==> src/rtl/nand_seq_pkg.sv <==
package nand_seq_pkg;

  typedef enum logic [2:0] {
    ST_IDLE,
    ST_SETUP,
    ST_WAIT,
    ST_HOLD,
    ST_BUSY
  } seqState_t;

  // strobes from the sequencer FSM to the datapath
  typedef struct packed {
    logic       loadReq;    // capture request fields
    logic       partStart;  // next cycle is the first setup clock of a part
    logic       inPart;     // an access is in progress
    logic       capture;    // last strobe clock of a read part
    logic [1:0] partIdx;    // current part, least significant first
  } dpCtl_t;

  localparam logic [1:0] SZ_BYTE = 2'd0;
  localparam logic [1:0] SZ_HALF = 2'd1;
  localparam logic [1:0] SZ_WORD = 2'd2;
  localparam logic [1:0] SZ_BAD  = 2'd3;

endpackage

==> src/rtl/nand_seq_sync.sv <==
module nand_seq_sync #(
  parameter int STAGES = 2
) (
  input  logic clk,
  input  logic rst_n,
  input  logic din,
  output logic dout
);

  logic [STAGES-1:0] shift;

  generate
    if (STAGES == 1) begin : g_one
      always_ff @(posedge clk or negedge rst_n) begin
        if (!rst_n) shift <= '1;
        else        shift <= din;
      end
    end else begin : g_many
      always_ff @(posedge clk or negedge rst_n) begin
        if (!rst_n) shift <= '1;
        else        shift <= {shift[STAGES-2:0], din};
      end
    end
  endgenerate

  assign dout = shift[STAGES-1];

endmodule

==> src/rtl/nand_seq_ctrl.sv <==
module nand_seq_ctrl
  import nand_seq_pkg::*;
#(
  parameter int CNT_W = 8
) (
  input  logic             clk,
  input  logic             rst_n,
  input  logic             reqValid,
  input  logic             reqWrite,
  input  logic [1:0]       reqSize,
  input  logic             cfgMemWide,
  input  logic [CNT_W-1:0] cfgSetup,
  input  logic [CNT_W-1:0] cfgWait,
  input  logic [CNT_W-1:0] cfgHold,
  input  logic             cfgWaitEn,
  input  logic             waitSync,
  output logic             ceN,
  output logic             weN,
  output logic             reN,
  output logic             rspReady,
  output logic             rspError,
  output dpCtl_t           dpCtl
);

  localparam int CW = CNT_W + 1;

  seqState_t        state;
  logic [CW-1:0]    cnt;
  logic [CNT_W-1:0] setupL, waitL, holdL;
  logic             waitEnL, writeL;
  logic [1:0]       partIdx, lastPart, reqLast;
  logic             accept, reject, start;
  logic             phaseEnd, leaveActive, stallWait, partEnd, isLast;

  // index of the last part for the incoming request
  always_comb begin
    if (cfgMemWide) begin
      reqLast = (reqSize == SZ_WORD) ? 2'd1 : 2'd0;
    end else begin
      case (reqSize)
        SZ_BYTE: reqLast = 2'd0;
        SZ_HALF: reqLast = 2'd1;
        default: reqLast = 2'd3;
      endcase
    end
  end

  assign accept      = (state == ST_IDLE) && reqValid;
  assign reject      = accept && ((reqSize == SZ_BAD) ||
                                  (cfgMemWide && reqWrite && reqSize == SZ_BYTE));
  assign start       = accept && !reject;
  assign phaseEnd    = (cnt == '0);
  assign leaveActive = phaseEnd && (((state == ST_WAIT) && (holdL == '0)) ||
                                    (state == ST_HOLD));
  assign stallWait   = leaveActive && waitEnL && !waitSync;
  assign partEnd     = (leaveActive && !stallWait) ||
                       ((state == ST_BUSY) && waitSync);
  assign isLast      = (partIdx == lastPart);

  always_ff @(posedge clk or negedge rst_n) begin
    if (!rst_n) begin
      state    <= ST_IDLE;
      cnt      <= '0;
      setupL   <= '0;
      waitL    <= '0;
      holdL    <= '0;
      waitEnL  <= 1'b0;
      writeL   <= 1'b0;
      partIdx  <= '0;
      lastPart <= '0;
      rspReady <= 1'b0;
      rspError <= 1'b0;
    end else begin
      rspReady <= partEnd && isLast;
      rspError <= reject;
      case (state)
        ST_IDLE: begin
          if (start) begin
            setupL   <= cfgSetup;
            waitL    <= cfgWait;
            holdL    <= cfgHold;
            waitEnL  <= cfgWaitEn;
            writeL   <= reqWrite;
            lastPart <= reqLast;
            partIdx  <= '0;
            cnt      <= {1'b0, cfgSetup} + CW'(1);
            state    <= ST_SETUP;
          end
        end
        ST_SETUP: begin
          if (phaseEnd) begin
            state <= ST_WAIT;
            cnt   <= {1'b0, waitL};
          end else begin
            cnt <= cnt - CW'(1);
          end
        end
        ST_WAIT: begin
          if (phaseEnd) begin
            if (holdL != '0) begin
              state <= ST_HOLD;
              cnt   <= {1'b0, holdL} - CW'(1);
            end
          end else begin
            cnt <= cnt - CW'(1);
          end
        end
        ST_HOLD: begin
          if (!phaseEnd) cnt <= cnt - CW'(1);
        end
        ST_BUSY: ;
        default: state <= ST_IDLE;
      endcase

      if (stallWait) state <= ST_BUSY;

      if (partEnd) begin
        if (isLast) begin
          state <= ST_IDLE;
        end else begin
          partIdx <= partIdx + 2'd1;
          state   <= ST_SETUP;
          cnt     <= {1'b0, setupL} + CW'(1);
        end
      end
    end
  end

  assign ceN = (state == ST_IDLE);
  assign weN = !((state == ST_WAIT) && writeL);
  assign reN = !((state == ST_WAIT) && !writeL);

  assign dpCtl.loadReq   = start;
  assign dpCtl.partStart = start || (partEnd && !isLast);
  assign dpCtl.inPart    = (state != ST_IDLE);
  assign dpCtl.capture   = (state == ST_WAIT) && phaseEnd && !writeL;
  assign dpCtl.partIdx   = partIdx;

endmodule

==> src/rtl/nand_seq_dp.sv <==
module nand_seq_dp
  import nand_seq_pkg::*;
#(
  parameter int CNT_W  = 8,
  parameter int MEM_W  = 16,
  parameter int HOST_W = 32
) (
  input  logic              clk,
  input  logic              rst_n,
  input  dpCtl_t            ctl,
  input  logic              reqWrite,
  input  logic [1:0]        reqSize,
  input  logic [HOST_W-1:0] reqWdata,
  input  logic              cfgMemWide,
  input  logic [CNT_W-1:0]  cfgHiz,
  input  logic [MEM_W-1:0]  memDataIn,
  output logic [MEM_W-1:0]  memDataOut,
  output logic              memDataOe,
  output logic [HOST_W-1:0] rspRdata
);

  localparam int NB = HOST_W / 8;

  logic [NB-1:0][7:0] wdB, rdB;
  logic [1:0]         sizeL;
  logic               wideL, writeL;
  logic [CNT_W-1:0]   hizL, hizCnt;
  logic [1:0]         loIdx, hiIdx;

  assign loIdx = {ctl.partIdx[0], 1'b0};
  assign hiIdx = {ctl.partIdx[0], 1'b1};

  always_ff @(posedge clk or negedge rst_n) begin
    if (!rst_n) begin
      wdB    <= '0;
      rdB    <= '0;
      sizeL  <= SZ_BYTE;
      wideL  <= 1'b0;
      writeL <= 1'b0;
      hizL   <= '0;
      hizCnt <= '0;
    end else begin
      if (ctl.loadReq) begin
        wdB    <= reqWdata;
        sizeL  <= reqSize;
        wideL  <= cfgMemWide;
        writeL <= reqWrite;
        hizL   <= cfgHiz;
        rdB    <= '0;
      end
      if (ctl.partStart) begin
        hizCnt <= ctl.loadReq ? cfgHiz : hizL;
      end else if (hizCnt != '0) begin
        hizCnt <= hizCnt - CNT_W'(1);
      end
      if (ctl.capture) begin
        if (wideL) begin
          rdB[loIdx] <= memDataIn[7:0];
          rdB[hiIdx] <= memDataIn[15:8];
        end else begin
          rdB[ctl.partIdx] <= memDataIn[7:0];
        end
      end
    end
  end

  assign memDataOut = wideL ? {wdB[hiIdx], wdB[loIdx]}
                            : {{(MEM_W-8){1'b0}}, wdB[ctl.partIdx]};
  assign memDataOe  = ctl.inPart && writeL && (hizCnt == '0);

  always_comb begin
    case (sizeL)
      SZ_BYTE: rspRdata = {{(HOST_W-8){1'b0}}, rdB[0]};
      SZ_HALF: rspRdata = {{(HOST_W-16){1'b0}}, rdB[1], rdB[0]};
      default: rspRdata = rdB;
    endcase
  end

endmodule

==> src/rtl/nand_bus_seq.sv <==
module nand_bus_seq
  import nand_seq_pkg::*;
#(
  parameter int CNT_W       = 8,
  parameter int MEM_W       = 16,
  parameter int HOST_W      = 32,
  parameter int SYNC_STAGES = 2
) (
  input  logic              clk,
  input  logic              rst_n,
  input  logic              reqValid,
  input  logic              reqWrite,
  input  logic [1:0]        reqSize,
  input  logic [HOST_W-1:0] reqWdata,
  input  logic              cfgMemWide,
  input  logic [CNT_W-1:0]  cfgSetup,
  input  logic [CNT_W-1:0]  cfgWait,
  input  logic [CNT_W-1:0]  cfgHold,
  input  logic [CNT_W-1:0]  cfgHiz,
  input  logic              cfgWaitEn,
  input  logic              memWaitN,
  input  logic [MEM_W-1:0]  memDataIn,
  output logic              memCeN,
  output logic              memWeN,
  output logic              memReN,
  output logic [MEM_W-1:0]  memDataOut,
  output logic              memDataOe,
  output logic              rspReady,
  output logic              rspError,
  output logic [HOST_W-1:0] rspRdata
);

  logic   waitSync;
  dpCtl_t dpCtl;

  nand_seq_sync #(.STAGES(SYNC_STAGES)) u_sync (
    .clk  (clk),
    .rst_n(rst_n),
    .din  (memWaitN),
    .dout (waitSync)
  );

  nand_seq_ctrl #(.CNT_W(CNT_W)) u_ctrl (
    .clk       (clk),
    .rst_n     (rst_n),
    .reqValid  (reqValid),
    .reqWrite  (reqWrite),
    .reqSize   (reqSize),
    .cfgMemWide(cfgMemWide),
    .cfgSetup  (cfgSetup),
    .cfgWait   (cfgWait),
    .cfgHold   (cfgHold),
    .cfgWaitEn (cfgWaitEn),
    .waitSync  (waitSync),
    .ceN       (memCeN),
    .weN       (memWeN),
    .reN       (memReN),
    .rspReady  (rspReady),
    .rspError  (rspError),
    .dpCtl     (dpCtl)
  );

  nand_seq_dp #(.CNT_W(CNT_W), .MEM_W(MEM_W), .HOST_W(HOST_W)) u_dp (
    .clk       (clk),
    .rst_n     (rst_n),
    .ctl       (dpCtl),
    .reqWrite  (reqWrite),
    .reqSize   (reqSize),
    .reqWdata  (reqWdata),
    .cfgMemWide(cfgMemWide),
    .cfgHiz    (cfgHiz),
    .memDataIn (memDataIn),
    .memDataOut(memDataOut),
    .memDataOe (memDataOe),
    .rspRdata  (rspRdata)
  );

endmodule

==> config.mk <==
export PLATFORM = sky130hd
export DESIGN_NAME = nand_bus_seq
export DESIGN_NICKNAME = d
export VERILOG_FILES = /design/src/rtl/nand_seq_pkg.sv /design/src/rtl/nand_seq_sync.sv /design/src/rtl/nand_seq_ctrl.sv /design/src/rtl/nand_seq_dp.sv /design/src/rtl/nand_bus_seq.sv
export SDC_FILE = /design/constraint.sdc
export NUM_CORES = 1
export LEC_CHECK = 0
export BUFFER_PORTS_ARGS = -buffer_cell sky130_fd_sc_hd__buf_2
export CAP_MARGIN = 20
export CORE_ASPECT_RATIO = 1.5
export CORE_MARGIN = 3
export CORE_UTILIZATION = 50
export DETAILED_ROUTE_END_ITERATION = 8
export PLACE_DENSITY_LB_ADDON = 0.15
export SLEW_MARGIN = 25
export SYNTH_ARGS = -nofsm -noshare
export SYNTH_HDL_FRONTEND = slang
export SYNTH_HIERARCHICAL = 1
export SYNTH_SLANG_ARGS = --single-unit
export TNS_END_PERCENT = 100
==> constraint.sdc <==
create_clock -name clk -period 6.8 [get_ports clk]
set_input_delay 0.34 -clock clk [delete_from_list [all_inputs] [get_ports clk]]
set_output_delay 0.34 -clock clk [all_outputs]
set_load 0.1 [all_outputs]
# == Word-level counts from Yosys, hierarchy flattened ==
# Cells that the tools add are included.
# classes
n_addsub,6
magnitude_cmp,6
n_eq_ne,14
mux,46
n_reduce_logical,46
# ops
operator,count
$bwmux W32,3
$mux W32,3
$mux W8,11
$pmux W32 S2,1
$mux W9,7
$pmux W9 S4,1
$logic_and A1 B1 Y1,22
$add A8 B1 Y9 const B,2
$mux W3,6
$bmux W8 S2,1
$demux W8 S1,2
$demux W8 S2,1
$logic_not A8 Y1,2
$mux W16,1
$reduce_bool A8 Y1,2
$ne A4 B1 Y1 const B,3
$pmux W3 S4,1
$mux W2,5
$logic_not A9 Y1,1
$lt A2 B3 Y1 const B,3
$sub A8 B1 Y9 const B,1
$sub A9 B1 Y9 const B,1
$sub A8 B1 Y8 const B,1
$logic_not A1 Y1,7
other kinds (20),30
# word_totals
reg_bits,130
input_bits,89
output_inout_bits,54

# == Logic depth before layout (Yosys ltp) ==
# Gate-level depths: netlist of the first run.
# logic_depth
ltp_word,12
depth_mapped,12
depth_no_buf,10

# == Hierarchy ==
# Netlist of the first run, hierarchy kept.
# by_module_without_submodules
module,n_inst,cells_per_inst,area_each_um2
nand_seq_dp,1,377,4365.4
nand_seq_ctrl,1,341,2844.0
nand_seq_sync,1,2,52.6

# == Worst setup path after synthesis of the first run ==
# Ideal clock, no wire load.
# synth_path
path_type,register -> output
start,register u_ctrl.partIdx[0]
end,output memDataOut[0]
arrival_time_ps,3221
t_required_ps,6460
setup_slack_ps,3239
path_stages_with_launch,5
n_path_buf,2
path_cell_list,dfrtp_1 -> buf_2 -> buf_1 -> a22oi_1 -> o21ai_0
# synth_between
elab_chain_cells,3
# synth_rtl
item,line,rtl
start: declaration,nand_seq_ctrl.sv:31,"logic [1:0] partIdx, lastPart, reqLast;"
start signal: assignment,nand_seq_ctrl.sv:121,partIdx <= partIdx + 2'd1;
$bmux W8 S2 or $mux W8 (tied branches),"nand_seq_dp.sv:68, nand_seq_dp.sv:67",
$mux W8 (on tied branches),"nand_seq_dp.sv:68, nand_seq_dp.sv:67",
$mux W16 (*),nand_seq_dp.sv:67,"assign memDataOut = wideL ? {wdB[hiIdx], wdB[loIdx]}"
end: declaration,nand_bus_seq.sv:26,"output logic [MEM_W-1:0] memDataOut,"
# Mark *: on every way between the ends. The rest lies on a longest branch, timed or not. The select of a mux whose other input is x is not followed.

==> impl_metrics.yaml, run 1 <==
yosys:
  synth_ff_type: "dfrtp_1"
  ys_types: 80
  syn_avg_cell_area_um2: 10.1
  synth-seq-cells: 130
  synth-seq-area-share: 0.448
  syn_inst: 720
  yosysWarnings: 6
  synth_top_area_frac: 0.441
  synth_largest_area_cell: "dfrtp_1"
  yosysMostFrequentCell: "dfrtp_1"
  syn-cell-area_um2: 7260
  async_flop_share: 1.00
  synth_edf_count: 0
  synth_common_cells: "dfrtp_1, nand2_1, mux2_2"
  netlist_top_cells_area: "dfrtp_1, mux2_2, nand2_1"
  syn-num-nets: 814
min_path:
  min_to: "u_ctrl/holdL[3]$_DFFE_PN0P_"
  hp-class: "primary input to register"
  whs_path_depth: 3
  hold_path_startpoint: "cfgHold[3]"
route:
  post-route-drc-count: 0
  drt_wl_total_mm: 18.8
  drtIter0Drc: 284
  route.antenna.remaining_nets: 0
  vias: 5957
  via_per_inst: 5.71
  wl_per_cell_um: 18.0
  dr.pass1.iters: 5
global_route:
  grt_pass1_wl_mm: 30.9
  antenna_found_initial: 0
  grt_start_max_net_pins: 75
  grtUsageTotal: 0.241
  overflow: 0
  first_global_vias: 6307
finish:
  n_antenna_cell: 0
  area_delta_synth_final_pct: 18.2
  final_area_um2: 8590
  drive_gt1_frac: 0.331
  nets: 933
worst_setup_path:
  cp-end-kind: "register"
  worst-path-max-fanout: 36
  r2r_end: "u_ctrl/cnt[0]$_DFF_PN0_"
  slowest_stage: "nand3_2"
  rrSetupSlack_ps: 3350
  cp.arrival_ps: 3760
  r2r-start: "u_ctrl/state[2]$_DFFE_PN0P_"
  critical_path_class: "register to register"
  path_cells: "nor3_4 > nand3_2 > clkinv_2 > buf_4 > o22ai_1 > a2111o_1 > a31o_1"
  max_stage_delay_ps: 640
  start_kind: "register"
  rr_worst_depth: 7
  crit_required_ps: 7110
clocking:
  h-tree-depth: 4
  clock-sinks: 130
  cts_resized: 0
  root_buffer: "clkbuf_16"
  cts_tree: "done"
  cts_made_buffers: 17
  cts_buffer_depth: 2
  clk_pin_slew_ps: 60
  clk_latency_ps: 420
place:
  dpl_worst_slack_ps: 3240
  placed_area_um2: 7990
  gp_congestion: 0.944
  dp_hpwl_mm: 13.5
  numPortBuffers: 142
outcome:
  status: "completed"
sta:
  hold_viol: 0
  final-setup-viol-count: 0
  fmax_mhz: 290
  rsz0062_at_grt: "false"
  drv_slew: 0
  slew_headroom: 0.363
  worst_pin_slew_ps: 951
  worst_hold_slack_ps: 107
  fin_ws_ps: 3350
  fin_setup_tns_ps: 0
  clock_skew_ps: 8.89
  period_share: 0.507
  period_needed_ps: 3450
die:
  core_um2: 14100
  chipHeight_um: 154
  initial_core_util: 0.514
  die-width_um: 104
  rows: 53
  ios: 143
  die_area_um2: 16000
power:
  p_per_area_nw_per_um2: 480
  power_uw: 4120
  vdd_drop_max_v: 0.000652
  leakage_uw: 0.00400
flow_run:
  max_cap_violations: 0
## cells by family (layout without fill, tap and decap cells)
kind of cell | count (synthesis) | in the layout | synth area share
AOI/OAI and AO/OA | 153 | 153 | 0.150
muxes | 88 | 88 | 0.139
and+or+nand+nor | 263 | 263 | 0.189
DFF | 130 | 130 | 0.448
buffers and inverters | 63 | 195 | 0.0436
adders and majority gates | 5 | 5 | 0.00861
xor gates and xnor gates | 18 | 18 | 0.0217
## through the flow
step / util / std cells
after global routing: 0.608 / 1044
final: 0.608 / 1044
after floorplan: - / 720
after global placement: 0.565 / 1010
after CTS: 0.608 / 1044
after detailed placement: 0.565 / 1010
## critical path: cells and delay by family (launching register included)
family                 cells  cell delay, ps
flip-flops                 1             590
AND/OR/NAND/NOR            2             970
AO/OA/AOI/OAI              3             710
buffers and inverters      2            1050
## how the worst max path moves through the flow
stage | from | end | slack [ps] | cells past startpoint
after floorplan | u_ctrl/partIdx[0]$_DFF_PN0_ | memDataOut[0] | 3240 | 4
after global placement | reqSize[1] | u_ctrl/cnt[0]$_DFF_PN0_ | 3350 | 9
after detailed placement | reqSize[1] | u_ctrl/cnt[0]$_DFF_PN0_ | 3240 | 9
after CTS | u_ctrl/state[2]$_DFFE_PN0P_ | u_ctrl/cnt[0]$_DFF_PN0_ | 3270 | 7
after global routing | u_ctrl/state[2]$_DFFE_PN0P_ | u_ctrl/cnt[0]$_DFF_PN0_ | 3050 | 7
final | u_ctrl/state[2]$_DFFE_PN0P_ | u_ctrl/cnt[0]$_DFF_PN0_ | 3350 | 7
## flip-flops by register name, indices dropped and copies added (netlist names)
register / count
u_ctrl/cnt: 9
u_ctrl/holdL: 8
u_ctrl/lastPart: 2
u_ctrl/partIdx: 2
u_ctrl/rspError: 1
u_ctrl/rspReady: 1
u_ctrl/setupL: 8
u_ctrl/state: 3
u_ctrl/waitEnL: 1
u_ctrl/waitL: 8
u_ctrl/writeL: 1
u_dp/hizCnt: 8
u_dp/hizL: 8
u_dp/rdB: 32
u_dp/sizeL: 2
u_dp/wdB: 32
u_dp/wideL: 1
u_dp/writeL: 1
u_sync/shift: 2
## area by class of cell
cell class / count / area (um^2)
clock buffers: 18 / 439
clock inverters: 14 / 140
fillers: 1220 / 5540
inverters: 15 / 57.6
multi-input cells: 527 / 3690
flip-flops and latches: 130 / 3260
well taps: 192 / 240
repair buffers: 148 / 763
## power by group
group	switching (uW)	total, uW	internal, uW
clock	346	891	545
sequential	325	1380	1060
combinational	1240	1850	616
## routing by layer
metal | global-route usage | routed length [um] | vias to the layer above
li1 | - | - | 2794
met1 | 0.268 | 7110 | 2901
met2 | 0.427 | 9880 | 224
met3 | 0.0727 | 1360 | 38
met4 | 0.0989 | 472 | 0
met5 | 0 | 0 | -
## cell usage in the layout, fill, tap and decap left out, types with 4 or more instances in the layout
cell type / n
buf_2: 141
dfrtp_1: 127
nand2_1: 109
mux2_2: 69
nor2_1: 38
nor2b_1: 37
a22oi_1: 34
o21ai_0: 26
and2_1: 19
clkbuf_16: 17
a31oi_1: 16
inv_1: 13
a21oi_1: 12
nand3_1: 12
o22ai_1: 12
mux2i_1: 11
xnor2_1: 11
nor3_1: 9
o31ai_1: 8
mux2_4: 8
xor2_1: 7
o2bb2ai_1: 7
clkinv_2: 6
clkinvlp_4: 5
buf_4: 5
ha_1: 5
nand2b_1: 4
and3_1: 4
## repair_timing
action,4_1_cts,5_1_grt
endpoints found under the hold margin,50,0
setup endpoints to repair,0,0
buffers inserted,0,0
hold buffers,2,0
(Power assumes the default switching activity.)
==> inputs of run 2 (changes only) <==
clock period = 3.03 ns   (was 6.8 ns; I/O delays follow)
==> run 2 against run 1 <==
Non-clock buffer count rose by 76; wire length up 4.0%; final area is 10% higher; clock-buffer cell count rose by 1; via count is 5.4% higher; critical path type is now register to primary output; largest cell class unchanged.
==> impl_metrics.yaml, run 2 (synthesized netlist as in run 1, its figures left out) <==
global_route:
  overflow: 0
  first_global_vias: 6533
  grt_pass1_wl_mm: 32.0
  grt_start_max_net_pins: 93
  grtUsageTotal: 0.249
  antenna_found_initial: 0
route:
  wl_per_cell_um: 17.5
  drtIter0Drc: 307
  vias: 6276
  via_per_inst: 5.60
  dr.pass1.iters: 5
  post-route-drc-count: 0
  drt_wl_total_mm: 19.6
  route.antenna.remaining_nets: 0
worst_setup_path:
  slowest_stage: "or4b_2"
  path_cells: "inv_1 > ha_1 > or4b_2 > nor2_1 > and3_1 > buf_2"
  start_kind: "register"
  cp-end-kind: "primary output"
  max_stage_delay_ps: 670
  worst-path-max-fanout: 4
  crit_required_ps: 2880
  cp.arrival_ps: 2680
  critical_path_class: "register to primary output"
  rr_worst_depth: 9
finish:
  final_cell_mix: "buf_2, dfrtp_1, nand2_1"
  n_antenna_cell: 0
  nets: 1009
  drive_gt1_frac: 0.314
  largestRegisters: "u_dp/rdB (32), u_dp/wdB (32), u_ctrl/cnt (9)"
  layout_commonest_cell: "buf_2"
  final_area_um2: 9460
  area_delta_synth_final_pct: 30.3
sta:
  period_needed_ps: 2830
  rsz0062_at_grt: "false"
  final-setup-viol-count: 0
  worst_hold_slack_ps: 14.9
  fin_setup_tns_ps: 0
  clock_skew_ps: 11.3
  drv_slew: 0
  worst_pin_slew_ps: 772
  period_share: 0.934
  fmax_mhz: 353
  hold_viol: 0
  slew_headroom: 0.483
place:
  numPortBuffers: 142
  dp_hpwl_mm: 13.6
  gp_congestion: 0.930
  placed_area_um2: 8090
die:
  chipHeight_um: 154
  rows: 53
  core_um2: 14100
  die-width_um: 104
  die_area_um2: 16000
  ios: 143
  initial_core_util: 0.514
clocking:
  cts_made_buffers: 17
  clk_latency_ps: 420
  cts_resized: 0
  clock-sinks: 130
  clk_pin_slew_ps: 50
  cts_tree: "done"
  h-tree-depth: 4
  root_buffer: "clkbuf_16"
  cts_buffer_depth: 2
power:
  p_per_area_nw_per_um2: 1040
  power_uw: 9830
  leakage_uw: 0.00439
  vdd_drop_max_v: 0.00111
min_path:
  whs_path_depth: 2
  hp-class: "primary input to register"
outcome:
  status: "completed"
flow_run:
  max_cap_violations: 0
run 2: repair_timing:
item                      4_1_cts  5_1_grt
hold endpoints to repair      104        0
buffers inserted                0        0
hold buffers                   67        0
run 2: path summary, 6_finish.rpt:
kind,startpoint,endpoint,slack (ps)
setup / recovery,u_dp/hizCnt[0]$_DFFE_PN0P_,memDataOe,200
hold / removal,cfgHiz[5],u_dp/hizL[5]$_DFF_PN0_,10
setup reg to reg,u_ctrl/cnt[0]$_DFF_PN0_,u_dp/hizCnt[1]$_DFFE_PN0P_,420
hold reg to reg,u_sync/shift[0]$_DFF_PN1_,u_sync/shift[1]$_DFF_PN1_,360
max in group asynchronous,rst_n,u_sync/shift[1]$_DFF_PN1_,1900
min in group asynchronous,rst_n,u_ctrl/state[2]$_DFFE_PN0P_,260
run 2: worst max-delay path, delay by kind of cell (launching register included):
kind | cells | cell delay [ps]
flops | 1 | 390
buf+inv | 2 | 500
fa+ha+maj | 1 | 210
simple gates | 3 | 1160
run 2: layout make-up:
cell class	instances	area, um^2
Sequential cell	130	3260
Clock inverter	13	256
Multi-Input combinational cell	527	3700
Timing Repair Buffer	224	1510
Tap cell	192	240
Clock buffer	19	443
Fill cell	1123	4660
Inverter	15	58.8
run 2: per-stage QoR:
| stage | util | std cells | setup slack [ps] |
|---|---|---|---|
| after floorplan | - | 720 | 4.64 |
| after global placement | 0.573 | 1021 | 539 |
| after detailed placement | 0.573 | 1021 | 465 |
| after CTS | 0.670 | 1120 | 183 |
| after global routing | 0.670 | 1120 | 45.3 |
| final | 0.670 | 1120 | 200 |
run 2: report_power, final:
| group | switching, uW | internal [uW] | leakage [uW] |
|---|---|---|---|
| Clock | 762 | 1650 | 0.000333 |
| Sequential | 701 | 2370 | 0.00163 |
| Combinational | 2870 | 1470 | 0.00243 |
run 2: per-layer routing:
metal,share of wire,vias to the layer above,GRT usage
li1,-,2959,-
met1,0.39,3072,0.276
met2,0.54,208,0.449
met3,0.048,37,0.0567
met4,0.028,0,0.114
met5,0,-,0
==> inputs of run 3 (changes only) <==
PLACE_DENSITY = 0.76   (was not set)
PLACE_DENSITY_LB_ADDON = not set   (was 0.15)
SYNTH_HIERARCHICAL = not set   (was 1)
==> run 3 against run 2 <==
Critical path depth up 1; clock power is 11% lower; hold slack about the same; synthesized area shrank 0.74%; sequential share of layout area grew 0.078 points; sequential power shrank 37%; combinational power is 84% lower; critical path type is now register to register.
==> impl_metrics.yaml, run 3 <==
outcome:
  status: "completed"
worst_setup_path:
  rrSetupSlack_ps: 290
  crit_required_ps: 3300
  worst-path-max-fanout: 16
  r2r-start: "u_ctrl.cnt[0]$_DFF_PN0_"
  slowest_stage: "or2_1"
  max_stage_delay_ps: 480
  cp-end-kind: "register"
  start_kind: "register"
  r2r_end: "u_dp.rdB[19]$_DFF_PN0_"
  path_cells: "inv_1 > ha_1 > or4b_1 > or3_1 > or2_1 > a21oi_4 > o21ai_0"
  rr_worst_depth: 7
  cp.arrival_ps: 3000
  critical_path_class: "register to register"
yosys:
  syn-num-nets: 962
  yosysWarnings: 0
  async_flop_share: 1.00
  netlist_top_cells_area: "dfrtp_1, nand2_1, mux2i_1"
  syn_avg_cell_area_um2: 8.35
  synth_largest_area_cell: "dfrtp_1"
  synth-seq-area-share: 0.452
  ys_types: 60
  synth_ff_type: "dfrtp_1"
  syn_inst: 863
  synth-seq-cells: 130
  synth_common_cells: "nand2_1, dfrtp_1, nor2_1"
  synth_top_area_frac: 0.444
  syn-cell-area_um2: 7210
  synth_edf_count: 0
  yosysMostFrequentCell: "nand2_1"
die:
  ios: 143
  die_area_um2: 15900
  initial_core_util: 0.513
  core_um2: 14100
  rows: 53
  chipHeight_um: 153
  die-width_um: 104
sta:
  fmax_mhz: 365
  rsz0062_at_grt: "false"
  worst_pin_slew_ps: 656
  final-setup-viol-count: 0
  slew_headroom: 0.560
  fin_setup_tns_ps: 0
  period_needed_ps: 2740
  clock_skew_ps: 12.1
  period_share: 0.903
  hold_viol: 0
  drv_slew: 0
route:
  drt_wl_total_mm: 20.7
  route.antenna.remaining_nets: 0
  drtIter0Drc: 444
  post-route-drc-count: 0
  vias: 6930
  wl_per_cell_um: 16.4
  dr.pass1.iters: 6
  via_per_inst: 5.49
power:
  pwr-share-clk: 0.451
  pwr-share-seq: 0.407
  p_per_area_nw_per_um2: 506
  power_switching_uw: 1250
  switching_share: 0.263
  vdd_drop_max_v: 0.000399
  leakage_uw: 0.00483
  pwr-share-comb: 0.142
  p_int_uw: 3520
finish:
  drive_gt1_frac: 0.219
  n_antenna_cell: 0
  layout_commonest_cell: "nand2_1"
  final_cell_mix: "nand2_1, buf_2, dfrtp_1"
  fin_util: 0.671
  area_delta_synth_final_pct: 30.9
  nets: 1156
  largestRegisters: "u_dp.rdB (32), u_dp.wdB (32), u_ctrl.cnt (9)"
clocking:
  cts_made_buffers: 17
  cts_resized: 0
  h-tree-depth: 4
  clk_pin_slew_ps: 60
  root_buffer: "clkbuf_16"
  cts_hold_buffers: 66
  cts_buffer_depth: 2
  cts_tree: "done"
  cts_setup_buffers: 0
  clock-sinks: 130
  clk_latency_ps: 410
global_route:
  overflow: 0
  grtUsageTotal: 0.263
  grt_start_max_net_pins: 61
  antenna_found_initial: 0
  first_global_vias: 6975
  grt_pass1_wl_mm: 34.1
min_path:
  min_to: "u_ctrl.setupL[2]$_DFFE_PN0P_"
  whs_path_depth: 3
  hp-class: "primary input to register"
  hold_path_startpoint: "cfgSetup[2]"
place:
  gp_congestion: 1.00
  dp_hpwl_mm: 14.0
  numPortBuffers: 142
flow_run:
  max_cap_violations: 0
[run 3: logic make-up after synthesis]
kind of cell,Yosys count,share of synthesized area
and+or+nand+nor,423,0.255
AOI/OAI and AO/OA,170,0.150
DFF,130,0.452
buffers and inverters,70,0.0450
muxes,37,0.0531
xor gates and xnor gates,23,0.0279
adders and majority gates,10,0.0174
[run 3: per-stage QoR]
stage / power (uW) / std cells / hold WS (ps) / setup slack, ps / instance area [um^2]
CTS: 4790 / 1262 / 6.18 / 290 / 9440
global placement: 2560 / 1164 / 208 / 374 / 8160
detailed placement: 2580 / 1164 / 200 / 331 / 8160
finish: 4770 / 1262 / 15.3 / 293 / 9440
floorplan: 2360 / 863 / -144 / 102 / 7260
global route: 4960 / 1262 / 22.1 / 108 / 9440
[run 3: metal layers]
metal  routed length, um  track usage  share of wire
met5                   0            0              0
met1                7910        0.313           0.38
met2               10500        0.454           0.51
met4                1040        0.136          0.050
met3                1230       0.0465          0.059
[run 3: power by group through the flow]
stage	logic (uW)	registers, uW	clock network (uW)
after floorplan	419	1940	0
after global placement	594	1970	0
after detailed placement	609	1970	0
after CTS	674	1940	2180
after global routing	745	1960	2260
final	675	1940	2150
[run 3: worst max path at each step]
stage,slack [ps],start,depth (start not counted),endpoint
after floorplan,100,u_ctrl.state[1]$_DFFE_PN0P_,9,u_dp.rdB[13]$_DFF_PN0_
after global placement,370,u_ctrl.cnt[0]$_DFF_PN0_,8,u_dp.rdB[30]$_DFF_PN0_
after detailed placement,330,u_ctrl.cnt[0]$_DFF_PN0_,7,u_dp.rdB[22]$_DFF_PN0_
after CTS,290,u_dp.hizCnt[4]$_DFFE_PN0P_,4,memDataOe
after global routing,110,u_ctrl.cnt[0]$_DFF_PN0_,7,u_dp.rdB[20]$_DFF_PN0_
final,290,u_ctrl.cnt[0]$_DFF_PN0_,7,u_dp.rdB[19]$_DFF_PN0_
[run 3: critical path: cells and delay by family (launching register included)]
kind | cells | cell delay (ps)
DFF | 1 | 380
adders and majority gates | 1 | 170
and+or+nand+nor | 3 | 1410
AOI/OAI and AO/OA | 2 | 570
buffers and inverters | 1 | 60
[run 3: area by class of cell]
| class | count | area, um^2 |
|---|---|---|
| clock buffer | 19 | 433 |
| timing repair buffer | 231 | 1580 |
| fill | 1186 | 4620 |
| sequential | 130 | 3260 |
| inverter | 14 | 52.6 |
| multi-input combinational | 663 | 3690 |
| clock inverter | 13 | 185 |
| tap | 192 | 240 |
